===== src/rtl/cpu16_pkg.sv =====
`timescale 1ns/1ps
package cpu16_pkg;
  localparam int DW     = 16;          // datapath width
  localparam int OPW    = 4;           // opcode width
  localparam int REGN   = 4;           // register count
  localparam int RAW    = $clog2(REGN);
  localparam int IMMW   = 8;           // immediate / offset width
  localparam int JW     = 12;          // jump target width
  localparam int FW     = 3;           // funct width actually decoded
  localparam int RS_LSB = 10;
  localparam int RT_LSB = 8;
  localparam int RD_LSB = 6;
  localparam int BODYW  = DW - OPW;

  typedef enum logic [OPW-1:0] {
    OP_RTYPE = 4'd0, OP_DISP = 4'd1, OP_LUI = 4'd2, OP_ORI = 4'd3,
    OP_ADDI  = 4'd4, OP_ANDI = 4'd5, OP_LW  = 4'd6, OP_SW  = 4'd7,
    OP_JMP   = 4'd8, OP_BEQ  = 4'd9, OP_BNE = 4'd10
  } opcode_e;

  // first eight values line up with the R-type funct code
  typedef enum logic [3:0] {
    ALU_OR = 4'd0, ALU_AND = 4'd1, ALU_ADD = 4'd2, ALU_SUB = 4'd3,
    ALU_SLL = 4'd4, ALU_SRL = 4'd5, ALU_SRA = 4'd6, ALU_SLT = 4'd7,
    ALU_LUI = 4'd8
  } alu_op_e;

  typedef struct packed {
    logic    regWrite;
    logic    dstIsRd;
    logic    useImm;
    logic    immSigned;
    logic    memToReg;
    logic    memWrite;
    logic    dispWrite;
    logic    jump;
    logic    branch;
    logic    branchNe;
    alu_op_e aluOp;
  } ctrl_t;
endpackage


===== src/rtl/cpu16_alu.sv =====
`timescale 1ns/1ps
module cpu16_alu
  import cpu16_pkg::*;
#(
  parameter int W = DW
) (
  input  logic [W-1:0] opA,
  input  logic [W-1:0] opB,
  input  alu_op_e      op,
  output logic [W-1:0] result
);
  localparam int SHW = $clog2(W);
  localparam int UPSHIFT = W / 2;

  logic [SHW-1:0] shAmt;
  assign shAmt = opB[SHW-1:0];

  always_comb begin
    unique case (op)
      ALU_OR:  result = opA | opB;
      ALU_AND: result = opA & opB;
      ALU_ADD: result = opA + opB;
      ALU_SUB: result = opA - opB;
      ALU_SLL: result = opA << shAmt;
      ALU_SRL: result = opA >> shAmt;
      ALU_SRA: result = $unsigned($signed(opA) >>> shAmt);
      ALU_SLT: result = {{(W-1){1'b0}}, ($signed(opA) < $signed(opB))};
      ALU_LUI: result = opB << UPSHIFT;
      default: result = '0;
    endcase
  end
endmodule


===== src/rtl/cpu16_control.sv =====
`timescale 1ns/1ps
module cpu16_control
  import cpu16_pkg::*;
(
  input  logic [OPW-1:0] opcode,
  input  logic [FW-1:0]  funct,
  output ctrl_t          ctrl
);
  always_comb begin
    ctrl = '0;
    ctrl.aluOp = ALU_OR;
    case (opcode)
      OP_RTYPE: begin
        ctrl.regWrite = 1'b1;
        ctrl.dstIsRd  = 1'b1;
        ctrl.aluOp    = alu_op_e'({1'b0, funct});
      end
      OP_DISP: ctrl.dispWrite = 1'b1;
      OP_LUI: begin
        ctrl.regWrite = 1'b1;
        ctrl.useImm   = 1'b1;
        ctrl.aluOp    = ALU_LUI;
      end
      OP_ORI: begin
        ctrl.regWrite = 1'b1;
        ctrl.useImm   = 1'b1;
        ctrl.aluOp    = ALU_OR;
      end
      OP_ADDI: begin
        ctrl.regWrite  = 1'b1;
        ctrl.useImm    = 1'b1;
        ctrl.immSigned = 1'b1;
        ctrl.aluOp     = ALU_ADD;
      end
      OP_ANDI: begin
        ctrl.regWrite = 1'b1;
        ctrl.useImm   = 1'b1;
        ctrl.aluOp    = ALU_AND;
      end
      OP_LW: begin
        ctrl.regWrite  = 1'b1;
        ctrl.useImm    = 1'b1;
        ctrl.immSigned = 1'b1;
        ctrl.memToReg  = 1'b1;
        ctrl.aluOp     = ALU_ADD;
      end
      OP_SW: begin
        ctrl.useImm    = 1'b1;
        ctrl.immSigned = 1'b1;
        ctrl.memWrite  = 1'b1;
        ctrl.aluOp     = ALU_ADD;
      end
      OP_JMP: ctrl.jump = 1'b1;
      OP_BEQ: ctrl.branch = 1'b1;
      OP_BNE: begin
        ctrl.branch   = 1'b1;
        ctrl.branchNe = 1'b1;
      end
      default: ;
    endcase
  end

  // opcodes above the map leave every state element alone
  always_comb begin
    if (opcode > 4'd10) begin
      assert_idle_opcode_R2: assert (!ctrl.regWrite && !ctrl.memWrite &&
                                     !ctrl.dispWrite && !ctrl.jump && !ctrl.branch);
    end
  end
endmodule


===== src/rtl/cpu16_datapath.sv =====
`timescale 1ns/1ps
module cpu16_datapath
  import cpu16_pkg::*;
(
  input  logic             clk,
  input  logic             rstN,
  input  ctrl_t            ctrl,
  input  logic [BODYW-1:0] instrBody,
  output logic [DW-1:0]    pc,
  output logic [DW-1:0]    dmemAddr,
  input  logic [DW-1:0]    dmemRdData,
  output logic             dmemWrEn,
  output logic [DW-1:0]    dmemWrData,
  output logic             dispWrEn,
  output logic [IMMW-1:0]  dispIndex,
  output logic [DW-1:0]    dispData
);
  logic [DW-1:0]   regQ [REGN];
  logic [DW-1:0]   pcQ;
  logic [RAW-1:0]  rsIdx, rtIdx, rdIdx, dstIdx;
  logic [IMMW-1:0] imm;
  logic [DW-1:0]   rsVal, rtVal, immZext, immSext, aluB, aluRes, wbData;
  logic [DW-1:0]   pcPlus1, brTarget, jmpTarget, pcNext;
  logic            taken;

  assign rsIdx  = instrBody[RS_LSB +: RAW];
  assign rtIdx  = instrBody[RT_LSB +: RAW];
  assign rdIdx  = instrBody[RD_LSB +: RAW];
  assign imm    = instrBody[IMMW-1:0];
  assign dstIdx = ctrl.dstIsRd ? rdIdx : rtIdx;

  assign rsVal   = regQ[rsIdx];
  assign rtVal   = regQ[rtIdx];
  assign immZext = {{(DW-IMMW){1'b0}}, imm};
  assign immSext = {{(DW-IMMW){imm[IMMW-1]}}, imm};
  assign aluB    = ctrl.useImm ? (ctrl.immSigned ? immSext : immZext) : rtVal;

  cpu16_alu #(.W(DW)) u_alu (
    .opA(rsVal), .opB(aluB), .op(ctrl.aluOp), .result(aluRes)
  );

  assign wbData = ctrl.memToReg ? dmemRdData : aluRes;

  always_ff @(posedge clk) begin
    if (!rstN) begin
      for (int i = 0; i < REGN; i++) regQ[i] <= '0;
    end else if (ctrl.regWrite) begin
      regQ[dstIdx] <= wbData;
    end
  end

  // next-PC selection
  assign pcPlus1   = pcQ + 1'b1;
  assign brTarget  = pcPlus1 + immSext;
  assign jmpTarget = {pcQ[DW-1:JW], instrBody[JW-1:0]};
  assign taken     = ctrl.branch && ((rsVal == rtVal) ^ ctrl.branchNe);
  assign pcNext    = ctrl.jump ? jmpTarget : (taken ? brTarget : pcPlus1);

  always_ff @(posedge clk) begin
    if (!rstN) pcQ <= '0;
    else       pcQ <= pcNext;
  end

  assign pc         = pcQ;
  assign dmemAddr   = aluRes;
  assign dmemWrData = rtVal;
  assign dmemWrEn   = ctrl.memWrite;
  assign dispWrEn   = ctrl.dispWrite;
  assign dispIndex  = imm;
  assign dispData   = rsVal;

  assert_seq_pc_R7: assert property (@(posedge clk) disable iff (!rstN)
    (!ctrl.jump && !ctrl.branch) |=> (pcQ == $past(pcQ) + 1'b1));

  assert_jump_pc_R8: assert property (@(posedge clk) disable iff (!rstN)
    ctrl.jump |=> (pcQ == {$past(pcQ[DW-1:JW]), $past(instrBody[JW-1:0])}));

  assert_branch_fall_R9: assert property (@(posedge clk) disable iff (!rstN)
    (ctrl.branch && ((rsVal == rtVal) == ctrl.branchNe)) |=> (pcQ == $past(pcQ) + 1'b1));

  assert_writeback_R11: assert property (@(posedge clk) disable iff (!rstN)
    ctrl.regWrite |=> (regQ[$past(dstIdx)] == $past(wbData)));
endmodule


===== src/rtl/cpu16_core.sv =====
`timescale 1ns/1ps
module cpu16_core
  import cpu16_pkg::*;
(
  input  logic            clk,
  input  logic            rstN,
  output logic [DW-1:0]   imemAddr,
  input  logic [DW-1:0]   imemData,
  output logic [DW-1:0]   dmemAddr,
  input  logic [DW-1:0]   dmemRdData,
  output logic            dmemWrEn,
  output logic [DW-1:0]   dmemWrData,
  output logic            dispWrEn,
  output logic [IMMW-1:0] dispIndex,
  output logic [DW-1:0]   dispData
);
  ctrl_t ctrl;

  cpu16_control u_ctrl (
    .opcode(imemData[DW-1 -: OPW]),
    .funct (imemData[FW-1:0]),
    .ctrl  (ctrl)
  );

  cpu16_datapath u_dp (
    .clk       (clk),
    .rstN      (rstN),
    .ctrl      (ctrl),
    .instrBody (imemData[BODYW-1:0]),
    .pc        (imemAddr),
    .dmemAddr  (dmemAddr),
    .dmemRdData(dmemRdData),
    .dmemWrEn  (dmemWrEn),
    .dmemWrData(dmemWrData),
    .dispWrEn  (dispWrEn),
    .dispIndex (dispIndex),
    .dispData  (dispData)
  );

  assert_disp_excl_R6: assert property (@(posedge clk) disable iff (!rstN)
    !(dispWrEn && dmemWrEn));
endmodule


===== config.mk =====
export PLATFORM = sky130hd
export DESIGN_NAME = cpu16_core
export DESIGN_NICKNAME = d
export VERILOG_FILES = /design/src/rtl/cpu16_pkg.sv /design/src/rtl/cpu16_alu.sv /design/src/rtl/cpu16_control.sv /design/src/rtl/cpu16_datapath.sv /design/src/rtl/cpu16_core.sv
export SDC_FILE = /design/constraint.sdc
export NUM_CORES = 1
export LEC_CHECK = 0
export BUFFER_PORTS_ARGS = -buffer_cell sky130_fd_sc_hd__buf_2
export CORE_MARGIN = 4
export CORE_UTILIZATION = 30
export CTS_BUF_LIST = sky130_fd_sc_hd__clkbuf_2 sky130_fd_sc_hd__clkbuf_4 sky130_fd_sc_hd__clkbuf_8
export DETAILED_ROUTE_END_ITERATION = 16
export HOLD_SLACK_MARGIN = 0.08
export PLACE_DENSITY = 0.44
export SETUP_SLACK_MARGIN = 0.4
export SYNTH_ARGS = -nofsm -noshare
export SYNTH_HDL_FRONTEND = slang
export SYNTH_SLANG_ARGS = --single-unit

===== constraint.sdc =====
create_clock -name clk -period 10.5 [get_ports clk]
set_input_delay 0 -clock clk [delete_from_list [all_inputs] [get_ports clk]]
set_output_delay 0 -clock clk [all_outputs]
set_load 0.005 [all_outputs]

### Word-level counts from Yosys, hierarchy flattened

Memories as Yosys holds them, arrays and structs flattened.
Index checks and enable logic that the tools add are counted.

* add/sub/neg operators: 4
* magnitude comparators: 1
* equal/unequal tests: 19
* shifts and indexed selects: 3
* mux-type cells: 25
* bitwise operators: 3
* reductions and logical operators: 8

Operator list (number)
* 16-bit case mux with 9 select lines: 1
* 16-bit 2-to-1 mux: 5
* 16-bit adder: 2
* 4-bit by 3-bit equality test with 1-bit output, second input constant: 8
* 16-bit by 1-bit adder with 16-bit output, second input constant: 1
* 16-bit AND: 1
* 16-bit equality test: 1
* 4-bit by 2-bit equality test with 1-bit output, second input constant: 4
* 4-bit equality test, second input constant: 4
* 16-bit less-than comparator: 1
* 16-bit OR: 1
* 4-bit case mux with 4 select lines: 1
* 16-bit OR reduction: 1
* 16-bit by 4-bit left shift with 16-bit output: 1
* 16-bit by 4-bit right shift with 16-bit output: 1
* 16-bit by 4-bit >>> shifter with 16-bit output: 1
* 16-bit subtractor: 1
* 1-bit 2-to-1 mux: 15
* 12-bit 2-to-1 mux: 1
* 6-bit OR reduction: 2
* 4-bit by 1-bit equality test with 1-bit output, second input constant: 2
* 4-bit zero test: 2
* 2-bit 2-to-1 mux: 2
* 3-bit OR reduction: 1
* 3 further kinds: 3

* bits in registers: 16
* RAM bits: 64
* input port bits: 34
* output and inout port bits: 74
* logic and storage cells: 66
* memories kept: 1

Memory list
* u_dp.regQ: words 4, width 16, read ports 2, clocked after memory_dff 0, write ports 4, RTL line cpu16_datapath.sv:18 `logic [DW-1:0] regQ [REGN];`

### Longest topological paths before layout

* depth in word-level cells: 9
* gate-level depth with buffers: 18
* mapped depth without buffers: 16

### Cells and area by module

From an unflattened synthesis, not the netlist that was laid out.

* cell total of the unflattened synthesis: 1117
* area, all modules: 9414.0 um^2

Modules (own cells, without submodules)
* cpu16_datapath: times used 1, cells an instance 516, area each 5485.3 um^2, sequential area each 2242.2 um^2
* cpu16_alu: times used 1, cells an instance 571, area each 3748.6 um^2, sequential area each 0.0 um^2
* cpu16_control: times used 1, cells an instance 30, area each 180.2 um^2, sequential area each 0.0 um^2

### Worst setup path after synthesis

No wires, ideal clock.

* kind: register to register
* from: memory u_dp.regQ[3][0]
* to: memory u_dp.regQ[0][10] (data pin)
* library setup time: 0.271 ns
* data arrival time: 3.624 ns
* required time: 10.229 ns
* path slack: 6.605 ns
* cell stages (with the launch flop): 16
* buffers on the path: 2
* clock period less this slack: 3.895 ns
* cells stage by stage: edfxtp_1 -> mux4_2 -> mux2_4 -> buf_6 -> buf_6 -> ha_1 -> fa_1 -> nor2b_1 -> o21ai_0 -> a21oi_1 -> o21ai_0 -> a21o_1 -> a22oi_1 -> mux2i_1 -> nor4_2 -> nor4_1

RTL lines (RTL line)
* from (decl): cpu16_datapath.sv:18

==> metrics.md <==
| Metric | Value |
|---|---|
| Cts bufs inserted | `9` |
| Largest net degree at the start of global routing | `43` |
| GRT Util Overall | `21.67%` |
| Synth cell types | `87` |
| YS warnings | `0` |
| Layout cell share with drive strength beyond 1 | `18.41%` |
| Worst-Margin Slew | `1.109 ns` |
| First drt pass iteration count | `7` |
| Worst-path clk slew | `0.09 ns` |
| Top_reg_cell synth | `edfxtp_1` |
| GP Congestion | `0.9612` |
| Die X | `187.0 µm` |
| Routed vias | `9,176` |
| Clock period minus worst slack | `4.971 ns` |
| First DRT Iteration DRCs | `790` |
| CP Data Required Time | `10.50 ns` |
| N_diodes | `0` |
| FMAX | `0.2012 GHz` |
| CP Launch Type | `flip-flop` |
| Vias in the first global route | `9,007` |
| CP endpoint kind | `output port` |
| Drt total wl | `39,130 µm` |
| Die area | `0.03498 mm²` |
| Syn_nets | `1,223` |
| Remaining DRCs | `0` |
| Worst clock skew | `0.009133 ns` |
| WS Path Type | `flip-flop to output port` |
| Fin crit share | `47.34%` |
| Avg Inst Size Synth | `8.579 µm²` |
| WP data arrival | `4.97 ns` |
| Final Hold Vio Count | `0` |
| Slew Limit Headroom | `26.04%` |
| Final setup viols | `0` |
| Power per cell area | `116.3 mW/mm²` |
| Core Area | `0.03156 mm²` |
| Maximum vdd drop | `0.05659 mV` |
| Clk_lat worst skew | `0.37 ns` |
| First-pass GRT wire length | `58,150 µm` |
| Global route overflow | `0` |
| Initial antenna violation count | `0` |
| Fin. max-slew vios | `0` |
| EDFF count, synth | `64` |
| Port bufs | `107` |
| Area Growth Syn to Fin | `10.64%` |
| Async S/R FF share, synth | `0%` |
| DP HPWL | `29,600 µm` |
| Worst-path maximum fanout | `42` |
| Clock buffer depth | `2` |
| Row cnt | `65` |
| Seq cells post-synth | `80` |
| DRT antenna net count | `0` |
| Vert. Die Dim | `187.0 µm` |
| CTS tree | `yes` |
| P_leak | `0.004361 µW` |
| Post-Syn Instances | `1,121` |
| Initial Utilization | `30.48%` |
| H-tree depth | `3` |
| WL per Instance | `24.67 µm` |
| Post-synthesis sequential area ratio | `23.32%` |
| Status | `completed` |
| Max Cap Viol | `0` |
| Sum of negative setup slack | `0 ns` |
| CTS Root Buffer Type | `clkbuf_8` |
| # IOs | `108` |
| Via/cell ratio | `5.786` |
| Fin nets | `1,281` |
| Total power | `1237 µW` |
| Netlist Area Pre-Place | `0.009617 mm²` |
| # clock sinks | `80` |
| Worst Hold Class | `input pin to flip-flop` |
| RSZ-0062 raised after global routing | `no` |
-- metal layers --
| metal | track usage (%) | part of all wire, % |
|---|---|---|
| met5 | 0 | 0 |
| met4 | 6.940 | 3.2 |
| met3 | 4.386 | 6.2 |
| met2 | 34.65 | 46 |
| met1 | 29.51 | 45 |
-- critical path, stage by stage, from the launching register on --
cell	delay, ns
edfxtp_1	0.41
mux4_2	0.52
mux2_4	0.50
inv_2	0.57
ha_1	0.26
o21bai_1	0.14
and4b_1	0.25
o21ai_0	0.23
a211oi_1	0.63
a21oi_1	0.17
xnor2_1	0.16
o221ai_1	0.16
or3_1	0.41
buf_2	0.17
-- registers in the layout, summed over array words and instances, names as in the netlist --
signal,flops
u_dp.pc,16
u_dp.regQ,64
-- cells by family after synthesis --
| kind of cell | after synthesis | synth area share (%) |
|---|---|---|
| AND/OR/NAND/NOR | 402 | 20.37 |
| AO/OA/AOI/OAI | 278 | 20.04 |
| buffers and inverters | 142 | 7.000 |
| multiplexers | 99 | 15.46 |
| flip-flops | 80 | 23.32 |
| adder cells (fa/ha/maj) | 68 | 9.081 |
| XOR/XNOR | 52 | 4.736 |
-- cell usage in the layout, fill, tap and decap left out, types with 5 or more instances in the layout --
cell,instances
a211o_1,6
a211oi_1,5
a21o_1,7
a21oi_1,70
a221oi_1,6
a31oi_1,6
and2_1,10
and3_1,13
buf_2,107
buf_4,12
clkbuf_8,9
dfxtp_1,16
dlygate4sd3_1,11
edfxtp_1,64
ha_1,65
inv_1,54
mux2_2,5
mux2i_1,52
mux4_2,36
nand2_1,114
nand2b_1,11
nand3_1,24
nand4_1,16
nor2_1,102
nor2b_1,9
nor3_1,47
nor3b_1,5
nor4_1,15
o2111ai_1,5
o211a_1,12
o211ai_1,22
o21a_1,9
o21ai_0,51
o21ai_1,5
o21bai_1,17
o22ai_1,5
or3_1,10
xnor2_1,39
xor2_1,13
-- cell usage after synthesis (26+ instances only) --
| master | number | share of area [%] |
|---|---|---|
| a21oi_1 | 70 | 3.6 |
| o21ai_0 | 51 | 2.7 |
| buf_2 | 26 | 1.4 |
| nor2_1 | 102 | 4.0 |
| xnor2_1 | 39 | 3.6 |
| inv_1 | 54 | 2.1 |
| mux4_2 | 36 | 8.4 |
| edfxtp_1 | 64 | 20 |
| nor3_1 | 48 | 2.5 |
| clkbuf_1 | 37 | 1.4 |
| ha_1 | 65 | 8.5 |
| mux2i_1 | 54 | 5.6 |
| nand2_1 | 114 | 4.4 |
-- metrics by stage --
| step | hold slack [ns] | instance area [µm²] | setup WS (ns) | util, % | cells |
|---|---|---|---|---|---|
| after floorplan | 0.08082 | 9617 | 6.605 | - | 1121 |
| after global placement | 0.2852 | 10330 | 5.368 | 32.74 | 1559 |
| after detailed placement | 0.2863 | 10330 | 5.376 | 32.74 | 1559 |
| after global routing | 0.1083 | 10640 | 5.302 | 33.72 | 1586 |
| final | 0.1103 | 10640 | 5.529 | 33.72 | 1586 |
| after CTS | 0.08416 | 10640 | 5.637 | 33.72 | 1586 |
-- power by group --
part           internal, µW  switching [µW]  leakage (µW)  total (µW)
clock                   119             124     0.0000975         244
sequential              361            12.0      0.000796         373
combinational           223             399       0.00347         621
total                   702             535       0.00436        1240
-- path summary, 6_finish.rpt --
kind	from	to	slack (ns)	cells past startpoint
worst max-delay path	u_dp.regQ[0][1]	dmemAddr[15]	5.53	13
worst min-delay path	dmemRdData[6]	u_dp.regQ[3][6]	0.11	3
worst max register to register	u_dp.regQ[0][1]	u_dp.regQ[3][15]	5.57	13
worst min register to register	u_dp.pc[15]	u_dp.pc[15]	0.47	2
-- final cells by class --
| type | count | area (µm²) |
|---|---|---|
| fillers | 3406 | 20920 |
| multi-input cells | 899 | 6735 |
| flip-flops and latches | 80 | 2242 |
| repair buffers | 130 | 735.7 |
| well taps | 402 | 503.0 |
| inverters | 59 | 224.0 |
| clock buffers | 12 | 146.4 |
| clock inverters | 4 | 53.80 |
-- timing repair --
action,CTS,global route
setup buffers,0,0
hold endpoints to repair,11,0
resized for setup,0,0
hold buffers,11,0
No activity file was read; power rests on OpenSTA's default activity.
